<file path="config.mk">
export PLATFORM = sky130hd
export DESIGN_NAME = adc_serial_master
export DESIGN_NICKNAME = d
export VERILOG_FILES = /design/src/rtl/adcm_pkg.sv /design/src/rtl/adcm_conv_seq.sv /design/src/rtl/adcm_shifter.sv /design/src/rtl/adcm_pin_stage.sv /design/src/rtl/adc_serial_master.sv
export SDC_FILE = /design/constraint.sdc
export NUM_CORES = 1
export LEC_CHECK = 0
export BUFFER_PORTS_ARGS = -buffer_cell sky130_fd_sc_hd__clkbuf_2
export CORE_MARGIN = 1.5
export CORE_UTILIZATION = 45
export CTS_BUF_LIST = sky130_fd_sc_hd__clkbuf_4 sky130_fd_sc_hd__clkbuf_8 sky130_fd_sc_hd__clkbuf_16
export DETAILED_ROUTE_END_ITERATION = 16
export PLACE_DENSITY = 0.65
export RECOVER_POWER = 25
export SLEW_MARGIN = 20
export SYNTH_ARGS = -nofsm -noshare
export SYNTH_HDL_FRONTEND = slang
export SYNTH_SLANG_ARGS = --single-unit
</file>
<file path="constraint.sdc">
create_clock -name clk -period 2.1 [get_ports clk]
set_clock_uncertainty 0.2 [all_clocks]
set_input_delay 0.21 -clock clk [delete_from_list [all_inputs] [get_ports clk]]
set_output_delay 0.21 -clock clk [all_outputs]
set_load 0.05 [all_outputs]
</file>
<file path="src/rtl/adcm_pkg.sv">
package adcm_pkg;
  typedef enum logic [1:0] {
    SEQ_IDLE  = 2'd0,
    SEQ_CONV  = 2'd1,
    SEQ_DRAIN = 2'd2
  } seq_state_t;
endpackage

</file>
<file path="src/rtl/adcm_conv_seq.sv">
module adcm_conv_seq #(
  parameter int unsigned CONV_CYCLES = 80
) (
  input  logic clk,
  input  logic rst_n,
  input  logic start_i,
  input  logic mode_i,
  input  logic xfer_done_i,
  output logic busy_o,
  output logic mode_q_o,
  output logic accept_o,
  output logic conv_end_o
);
  import adcm_pkg::*;

  localparam int unsigned CW = (CONV_CYCLES > 1) ? $clog2(CONV_CYCLES) : 1;
  localparam logic [CW-1:0] CNT_LAST = CW'(CONV_CYCLES - 1);

  seq_state_t state_q, state_d;
  logic [CW-1:0] cnt_q, cnt_d;
  logic mode_q, mode_d;
  logic cnt_en;

  always_comb begin
    state_d    = state_q;
    cnt_d      = cnt_q;
    mode_d     = mode_q;
    accept_o   = 1'b0;
    conv_end_o = 1'b0;
    unique case (state_q)
      SEQ_IDLE: begin
        if (start_i) begin
          accept_o = 1'b1;
          mode_d   = mode_i;
          cnt_d    = '0;
          state_d  = SEQ_CONV;
        end
      end
      SEQ_CONV: begin
        if (cnt_q == CNT_LAST) begin
          conv_end_o = 1'b1;
          state_d    = mode_q ? SEQ_IDLE : SEQ_DRAIN;
        end else begin
          cnt_d = cnt_q + 1'b1;
        end
      end
      SEQ_DRAIN: begin
        if (xfer_done_i) state_d = SEQ_IDLE;
      end
      default: state_d = SEQ_IDLE;
    endcase
  end

  assign cnt_en = (state_q == SEQ_CONV) || accept_o;

  always_ff @(posedge clk or negedge rst_n) begin
    if (!rst_n) begin
      state_q <= SEQ_IDLE;
      cnt_q   <= '0;
      mode_q  <= 1'b0;
    end else begin
      state_q <= state_d;
      if (cnt_en)   cnt_q  <= cnt_d;
      if (accept_o) mode_q <= mode_d;
    end
  end

  assign busy_o   = (state_q != SEQ_IDLE);
  assign mode_q_o = mode_q;
endmodule

</file>
<file path="src/rtl/adcm_shifter.sv">
module adcm_shifter #(
  parameter int unsigned DATA_W   = 16,
  parameter int unsigned HALF_DIV = 2
) (
  input  logic              clk,
  input  logic              rst_n,
  input  logic              load_i,
  input  logic [DATA_W-1:0] data_i,
  output logic              active_o,
  output logic              sclk_o,
  output logic              bit_o,
  output logic              done_o
);
  localparam int unsigned DIVW = (HALF_DIV > 1) ? $clog2(HALF_DIV) : 1;
  localparam int unsigned BCW  = $clog2(DATA_W);
  localparam logic [DIVW-1:0] DIV_LAST = DIVW'(HALF_DIV - 1);
  localparam logic [BCW-1:0]  BIT_LAST = BCW'(DATA_W - 1);

  logic              active_q, active_d;
  logic              sclk_q, sclk_d;
  logic [DIVW-1:0]   div_q, div_d;
  logic [BCW-1:0]    bit_q, bit_d;
  logic [DATA_W-1:0] sreg_q, sreg_d;
  logic              tick, run_en;

  assign tick   = active_q && (div_q == DIV_LAST);
  assign done_o = tick && sclk_q && (bit_q == BIT_LAST);
  assign run_en = load_i || active_q;

  always_comb begin
    active_d = active_q;
    sclk_d   = sclk_q;
    div_d    = div_q;
    bit_d    = bit_q;
    sreg_d   = sreg_q;
    if (load_i) begin
      active_d = 1'b1;
      sclk_d   = 1'b0;
      div_d    = '0;
      bit_d    = '0;
      sreg_d   = data_i;
    end else if (active_q) begin
      if (tick) begin
        div_d = '0;
        if (!sclk_q) begin
          sclk_d = 1'b1;
        end else begin
          sclk_d = 1'b0;
          if (bit_q == BIT_LAST) begin
            active_d = 1'b0;
          end else begin
            bit_d  = bit_q + 1'b1;
            sreg_d = {sreg_q[DATA_W-2:0], 1'b0};
          end
        end
      end else begin
        div_d = div_q + 1'b1;
      end
    end
  end

  always_ff @(posedge clk or negedge rst_n) begin
    if (!rst_n) begin
      active_q <= 1'b0;
      sclk_q   <= 1'b0;
      div_q    <= '0;
      bit_q    <= '0;
      sreg_q   <= '0;
    end else if (run_en) begin
      active_q <= active_d;
      sclk_q   <= sclk_d;
      div_q    <= div_d;
      bit_q    <= bit_d;
      sreg_q   <= sreg_d;
    end
  end

  assign active_o = active_q;
  assign sclk_o   = sclk_q;
  assign bit_o    = active_q & sreg_q[DATA_W-1];
endmodule

</file>
<file path="src/rtl/adcm_pin_stage.sv">
module adcm_pin_stage (
  input  logic active_i,
  input  logic sclk_raw_i,
  input  logic bit_i,
  input  logic ext_sel_i,
  input  logic inv_sclk_i,
  input  logic inv_sync_i,
  output logic sclk_o,
  output logic sync_o,
  output logic sdata_o
);
  logic drive;

  assign drive   = active_i & ~ext_sel_i;
  assign sclk_o  = (drive & sclk_raw_i) ^ inv_sclk_i;
  assign sync_o  = drive ^ inv_sync_i;
  assign sdata_o = drive & bit_i;
endmodule

</file>
<file path="src/rtl/adc_serial_master.sv">
module adc_serial_master #(
  parameter int unsigned DATA_W      = 16,
  parameter int unsigned CONV_CYCLES = 80,
  parameter int unsigned HALF_DIV    = 2
) (
  input  logic              clk,
  input  logic              rst_n,
  input  logic              start_i,
  input  logic              mode_i,
  input  logic              ext_sel_i,
  input  logic              inv_sclk_i,
  input  logic              inv_sync_i,
  input  logic [DATA_W-1:0] result_i,
  output logic              busy_o,
  output logic              sclk_o,
  output logic              sync_o,
  output logic              sdata_o
);
  logic [1:0]        rst_pipe_q;
  logic              rst_n_sync;
  logic              accept, conv_end, mode_q, xfer_done;
  logic              xfer_active, sclk_raw, xfer_bit;
  logic              load;
  logic [DATA_W-1:0] result_q;
  logic [DATA_W-1:0] load_word;

  always_ff @(posedge clk or negedge rst_n) begin
    if (!rst_n) rst_pipe_q <= 2'b00;
    else        rst_pipe_q <= {rst_pipe_q[0], 1'b1};
  end
  assign rst_n_sync = rst_pipe_q[1];

  adcm_conv_seq #(.CONV_CYCLES(CONV_CYCLES)) u_seq (
    .clk        (clk),
    .rst_n      (rst_n_sync),
    .start_i    (start_i),
    .mode_i     (mode_i),
    .xfer_done_i(xfer_done),
    .busy_o     (busy_o),
    .mode_q_o   (mode_q),
    .accept_o   (accept),
    .conv_end_o (conv_end)
  );

  always_ff @(posedge clk or negedge rst_n_sync) begin
    if (!rst_n_sync)   result_q <= '0;
    else if (conv_end) result_q <= result_i;
  end

  assign load      = (conv_end & ~mode_q) | (accept & mode_i);
  assign load_word = conv_end ? result_i : result_q;

  adcm_shifter #(.DATA_W(DATA_W), .HALF_DIV(HALF_DIV)) u_shift (
    .clk     (clk),
    .rst_n   (rst_n_sync),
    .load_i  (load),
    .data_i  (load_word),
    .active_o(xfer_active),
    .sclk_o  (sclk_raw),
    .bit_o   (xfer_bit),
    .done_o  (xfer_done)
  );

  adcm_pin_stage u_pins (
    .active_i  (xfer_active),
    .sclk_raw_i(sclk_raw),
    .bit_i     (xfer_bit),
    .ext_sel_i (ext_sel_i),
    .inv_sclk_i(inv_sclk_i),
    .inv_sync_i(inv_sync_i),
    .sclk_o    (sclk_o),
    .sync_o    (sync_o),
    .sdata_o   (sdata_o)
  );
endmodule

</file>
* Word level (Yosys, flattened, before mapping)
Cells that the tools add are included.
** Storage, ports and cells
- Latch bits :: 0
- Register bits :: 51
- Memories :: 0
- ROM bits :: 0
- Logic and storage cells :: 85
- RAM bits :: 0
- Bits of input ports :: 23
** Cells by class
- Add/sub/neg operators :: 3
- Multipliers :: 0
- Equality and inequality tests :: 9
- Div/mod/pow operators :: 0
- Shifts and indexed selects :: 0
- Bitwise logic cells :: 11
- $lt $le $gt $ge :: 0
- Reduce and logical (&&, ||, !) cells :: 17
- Mux-type cells :: 35
** Operators with widths (count)
- two-way mux 16 bit :: 6
- two-way mux 4 bit :: 5
- two-way mux 1 bit :: 16
- two-way mux 7 bit :: 2
- case mux 7 bit (2 select lines) :: 1
- nonzero test 2 bit :: 5
- AND reduction 3 bit :: 3
- two-way mux 2 bit :: 4
- adder 7 x 1 -> 7 bit (second input constant) :: 1
- == test 7 bit (second input constant) :: 1
- bitwise AND 1 bit :: 6
- != test 2 x 1 -> 1 bit (second input constant) :: 3
- case mux 2 bit (3 select lines) :: 1
- AND reduction 5 bit :: 1
- adder 4 x 1 -> 4 bit (second input constant) :: 1
- == test 4 bit (second input constant) :: 1
- != test 2 bit (second input constant) :: 2
- AND reduction 4 bit :: 1
- logical AND 1 bit :: 3
- == test 2 x 1 -> 1 bit (second input constant) :: 1
- == test 2 bit (second input constant) :: 1
- logical NOT 2 bit :: 1
- logical OR 1 bit :: 2
- inverter 1 bit :: 2
- 4 further kinds :: 5

* Longest topological paths before layout
- Depth in word-level cells :: 7
- Mapped depth :: 7
- Gate-level depth less buffers :: 5

* Hierarchy
From an unflattened synthesis, not the netlist that was laid out.
** Unflattened totals
- Cells, all modules :: 212
- Area total of the unflattened synthesis :: 2409.8 um^2
** Modules (own cells, without submodules)
- adcm_shifter :: cells an instance 109, area an instance 1129.8 um^2, instances 1
- adc_serial_master :: cells an instance 40, area an instance 711.9 um^2, instances 1
- adcm_conv_seq :: cells an instance 57, area an instance 529.3 um^2, instances 1
- adcm_pin_stage :: cells an instance 6, area an instance 38.8 um^2, instances 1

* Worst setup path before layout
OpenSTA, ideal clock, no wires.
- Path type :: register to register
- Start :: register u_seq.cnt_q[0]
- End :: register u_shift.sreg_q[4]
- Path buffers :: 2
- Stages on the path, launching flop included :: 8
- Slack :: -0.105 ns
- Library setup time :: 0.125 ns
- Data arrival time :: 1.881 ns
- Path through :: dfrtp_1 -> ha_1 -> nand3_1 -> or3_1 -> buf_6 -> o21ai_2 -> buf_6 -> mux2_2
** On the way
- Cells in the longest elaborated chain, start to end :: 7
** RTL lines
- from (decl) :: line adcm_conv_seq.sv:20 : logic [CW-1:0] cnt_q, cnt_d;
- from (signal assigned) :: line adcm_conv_seq.sv:63 : if (cnt_en) cnt_q <= cnt_d;
- == test 7 bit (*) :: line adcm_conv_seq.sv:40 : if (cnt_q == CNT_LAST) begin
- two-way mux 1 bit (*) :: line adcm_conv_seq.sv:40
- two-way mux 1 bit (*) :: line adcm_conv_seq.sv:30 : unique case (state_q)
- bitwise AND 1 bit :: line adc_serial_master.sv:50 : assign load = (conv_end & ~mode_q) | (accept & mode_i);
- bitwise OR 1 bit :: line adc_serial_master.sv:50
- != test 2 x 1 -> 1 bit (no source line), or another cell as far along
- AND reduction 5 bit (no source line)
- to (signal assigned) :: line adcm_shifter.sv:74 : sreg_q <= sreg_d;
- to (decl) :: line adcm_shifter.sv:23 : logic [DATA_W-1:0] sreg_q, sreg_d;
Mark *: on every way between the ends. The rest lies on a longest branch, timed or not.
A chain may end at the register's enable or synchronous reset.

* Worst setup path after layout
- Start :: register u_seq.cnt_q[1]
- End :: register u_shift.sreg_q[9]
** RTL lines
- == test 7 bit :: line adcm_conv_seq.sv:40
- two-way mux 1 bit :: line adcm_conv_seq.sv:40
- two-way mux 1 bit :: line adcm_conv_seq.sv:30
- two-way mux 16 bit :: line adc_serial_master.sv:51 : assign load_word = conv_end ? result_i : result_q;
- named net load_word[9] :: line adc_serial_master.sv:25 : logic [DATA_W-1:0] load_word;
- two-way mux 16 bit :: line adcm_shifter.sv:36 : if (load_i) begin
The timed path passes the listed nets, and every way through them passes these cells.

==> results.ini <==
[global_route]
grt_usage_pct = 17.5
grt_pass1_wl_um = 7980
grt_antenna_before_repair = 0
grt_max_degree = 29
grt.overflow.total = 0
grt_pass1_vias = 1685

[placed_design]
pre_cts_slack_ns = -0.139
numPortBuffers = 26
dpl.hpwl_um = 3000
dpl.cell_count = 292
gp_congestion = 0.850

[setup_path]
required_ns = 2.09
slowest_delay_ns = 0.43
slowest_stage = or3_4
reg2reg_depth = 6
crit_top_cell = mux2_4
cp.arrival_ns = 2.12
path_max_fanout = 8
r2r_start = u_seq.cnt_q[1]
crit_chain = ha_2 -> nand3_2 -> or3_4 -> buf_12 -> mux2_4 -> mux2_4
r2r_slack_ns = -0.02
cp-end-kind = flop
startpoint_type = flop
path_class = flop to flop
regToRegEndpoint = u_shift.sreg_q[9]

[timing]
rsz0062_at_grt = yes
drv_slew = 0
max_slew_margin_pct = 36.7
fin_ws_ns = -0.0236
period_share_pct = 101
worst_slew_pin_slew_ns = 0.950
hold_violations = 0
fmax_ghz = 0.471
setup_viol = 2
post-route-min-period_ns = 2.12

[status]
violations = setup timing
status = finished, violations left

[synth]
synth_warnings = 0
synthesis.area_um2 = 2400
yosys_register_bits = 51
yosysMostFrequentCell = dfrtp_1
syn_avg_cell_area_um2 = 13.1
async_flop_share_pct = 100
synthCells = 183
synth_nets = 208
ys_dominant_reg_cell = dfrtp_1
ys_types = 33
synth_top_area_share_pct = 53.1
yosysTopAreaCell = dfrtp_1
ys_seq_area_share_pct = 53.1
ys_top_cells_by_count = 51 x dfrtp_1, 21 x mux2_2, 18 x mux2_4, 16 x nor2_1, 11 x mux2_1
synth.area.top_cells = dfrtp_1 53%, mux2_4 11%, mux2_2 9.8%
synth_enable_flop_cells = 0

[final_layout]
num_antenna_cells = 0
instances_no_fill = 318
final_layout_size_suffix_gt1_share_pct = 44.0
final_nets = 272
syn_to_final_growth_pct = 32.0
fillCellCount = 442

[job]
cap_viol_max_count = 0

[pwr]
power_mw = 4.33
ir_drop_uv = 685
p_per_area_nw_per_um2 = 1370
p_leak_nw = 1.51

[die]
ioPinCount = 27
start_util_pct = 46.8
rows = 26
fp.dieH_um = 76.1
dieArea_um2 = 5790
coreArea_um2 = 5140
chipWidth_um = 76.1

[cts]
htree_levels = 2
clkSlewWorstSetupHoldPaths_ns = 0.09
cts-root-buf = clkbuf_8
cts_sinks = 51
clk_latency_ns = 0.30
cts_made_buffers = 5
cts_tree = built
clk_path_buf_depth = 2

[routing]
wl_um = 4530
ant_nets = 0
drtPass1Iterations = 4
avgRoutedWirePerCell_um = 14.3
viasPerCell = 4.85
drc = 0
vias = 1542
drt-initial-drc-count = 92

[hold_path]
hold_path.class = primary input to asynchronous set/reset pin

-- worst max-delay path: cells and delay by family, from the launching register on --
| family | cells | cell delay, ns |
|---|---|---|
| multiplexers | 2 | 0.58 |
| AND/OR/NAND/NOR | 2 | 0.50 |
| adder cells (fa/ha/maj) | 1 | 0.19 |
| buffers and inverters | 1 | 0.17 |
| flip-flops | 1 | 0.36 |
-- how the worst max path moves through the flow --
stage | start | end | slack, ns
3_5_place_dp | u_seq.cnt_q[5] | u_shift.sreg_q[0] | -0.14
3_3_place_gp | u_seq.cnt_q[5] | u_shift.sreg_q[5] | -0.09
5_1_grt | u_seq.cnt_q[0] | u_shift.sreg_q[9] | -0.09
2_1_floorplan | u_seq.cnt_q[0] | u_shift.sreg_q[13] | -0.04
4_1_cts | u_seq.cnt_q[1] | u_shift.sreg_q[9] | -0.02
6_report | u_seq.cnt_q[1] | u_shift.sreg_q[9] | -0.02
-- per-stage QoR --
stage	hold slack, ns	setup TNS (ns)	instance area, um2	utilization (%)
after floorplan	-0.286	-0.540	2430	-
after global placement	-0.204	-0.929	2800	54.4
after detailed placement	-0.203	-1.36	2800	54.4
after CTS	0.00217	-0.0363	3170	61.6
after global routing	0.0151	-0.972	3170	61.7
final	0.00456	-0.0401	3170	61.7
-- cell type report --
| cell class | instances | area, um2 | area share [%] |
|---|---|---|---|
| timing repair buffer | 64 | 528 | 16.6 |
| sequential | 51 | 1280 | 40.2 |
| multi-input combinational | 122 | 1130 | 35.7 |
| inverter | 3 | 11.3 | 0.355 |
| clock buffer | 6 | 76.3 | 2.41 |
| tap | 70 | 87.6 | 2.76 |
| clock inverter | 2 | 60.1 | 1.89 |
-- logic make-up after synthesis --
kind of cell	count (synthesis)	share of synthesized area, %
AOI/OAI and AO/OA	7	1.82
xor gates and xnor gates	9	3.28
adders and majority gates	2	1.04
buffers and inverters	10	2.81
DFF	51	53.1
muxes	52	27.1
other	1	0.156
and+or+nand+nor	51	10.7
-- where the power goes --
part	internal, mW	switching, mW	total [mW]
sequential	1.44	0.241	1.68
combinational	1.12	0.722	1.84
clock	0.489	0.325	0.814
-- flip-flops by register name, indices dropped and copies added (netlist names) --
register / cells
u_seq.state_q: 2
u_seq.mode_q_o: 1
result_q: 16
u_seq.cnt_q: 7
u_shift.active_o: 1
u_shift.sreg_q: 16
rst_pipe_q: 2
u_shift.div_q: 1
u_shift.bit_q: 4
u_shift.sclk_o: 1
-- cells in the final DEF (no fill, tap or decap), drive strengths merged, types with 3 or more instances in the layout --
cell type    Yosys  final
nor2            16     16
mux2            50     50
clkbuf           0     32
nand2            8      8
buf              7     22
nand3            6      6
o21ai            5      5
dfrtp           51     51
xnor2            5      5
xor2             4      4
nor3             5      5
nor2b            3      3
dlygate4sd3      0     16
inv              3      3
-- what timing repair did --
action / in CTS / in global routing
setup endpoints to repair: 16 / 16
pin swaps: 3 / 0
hold buffers: 16 / 0
hold endpoints to repair: 17 / 0
resized for setup: 16 / 3
setup buffers: 2 / 0
-- per-layer routing --
layer	track usage, %	vias to the layer above	wire [um]
met5	0	-	0
met2	28.6	28	2210
met3	3.35	5	130
met4	5.56	0	46
li1	-	758	-
met1	23.6	751	2150
Note: power is estimated with default switching activity, not from simulation.
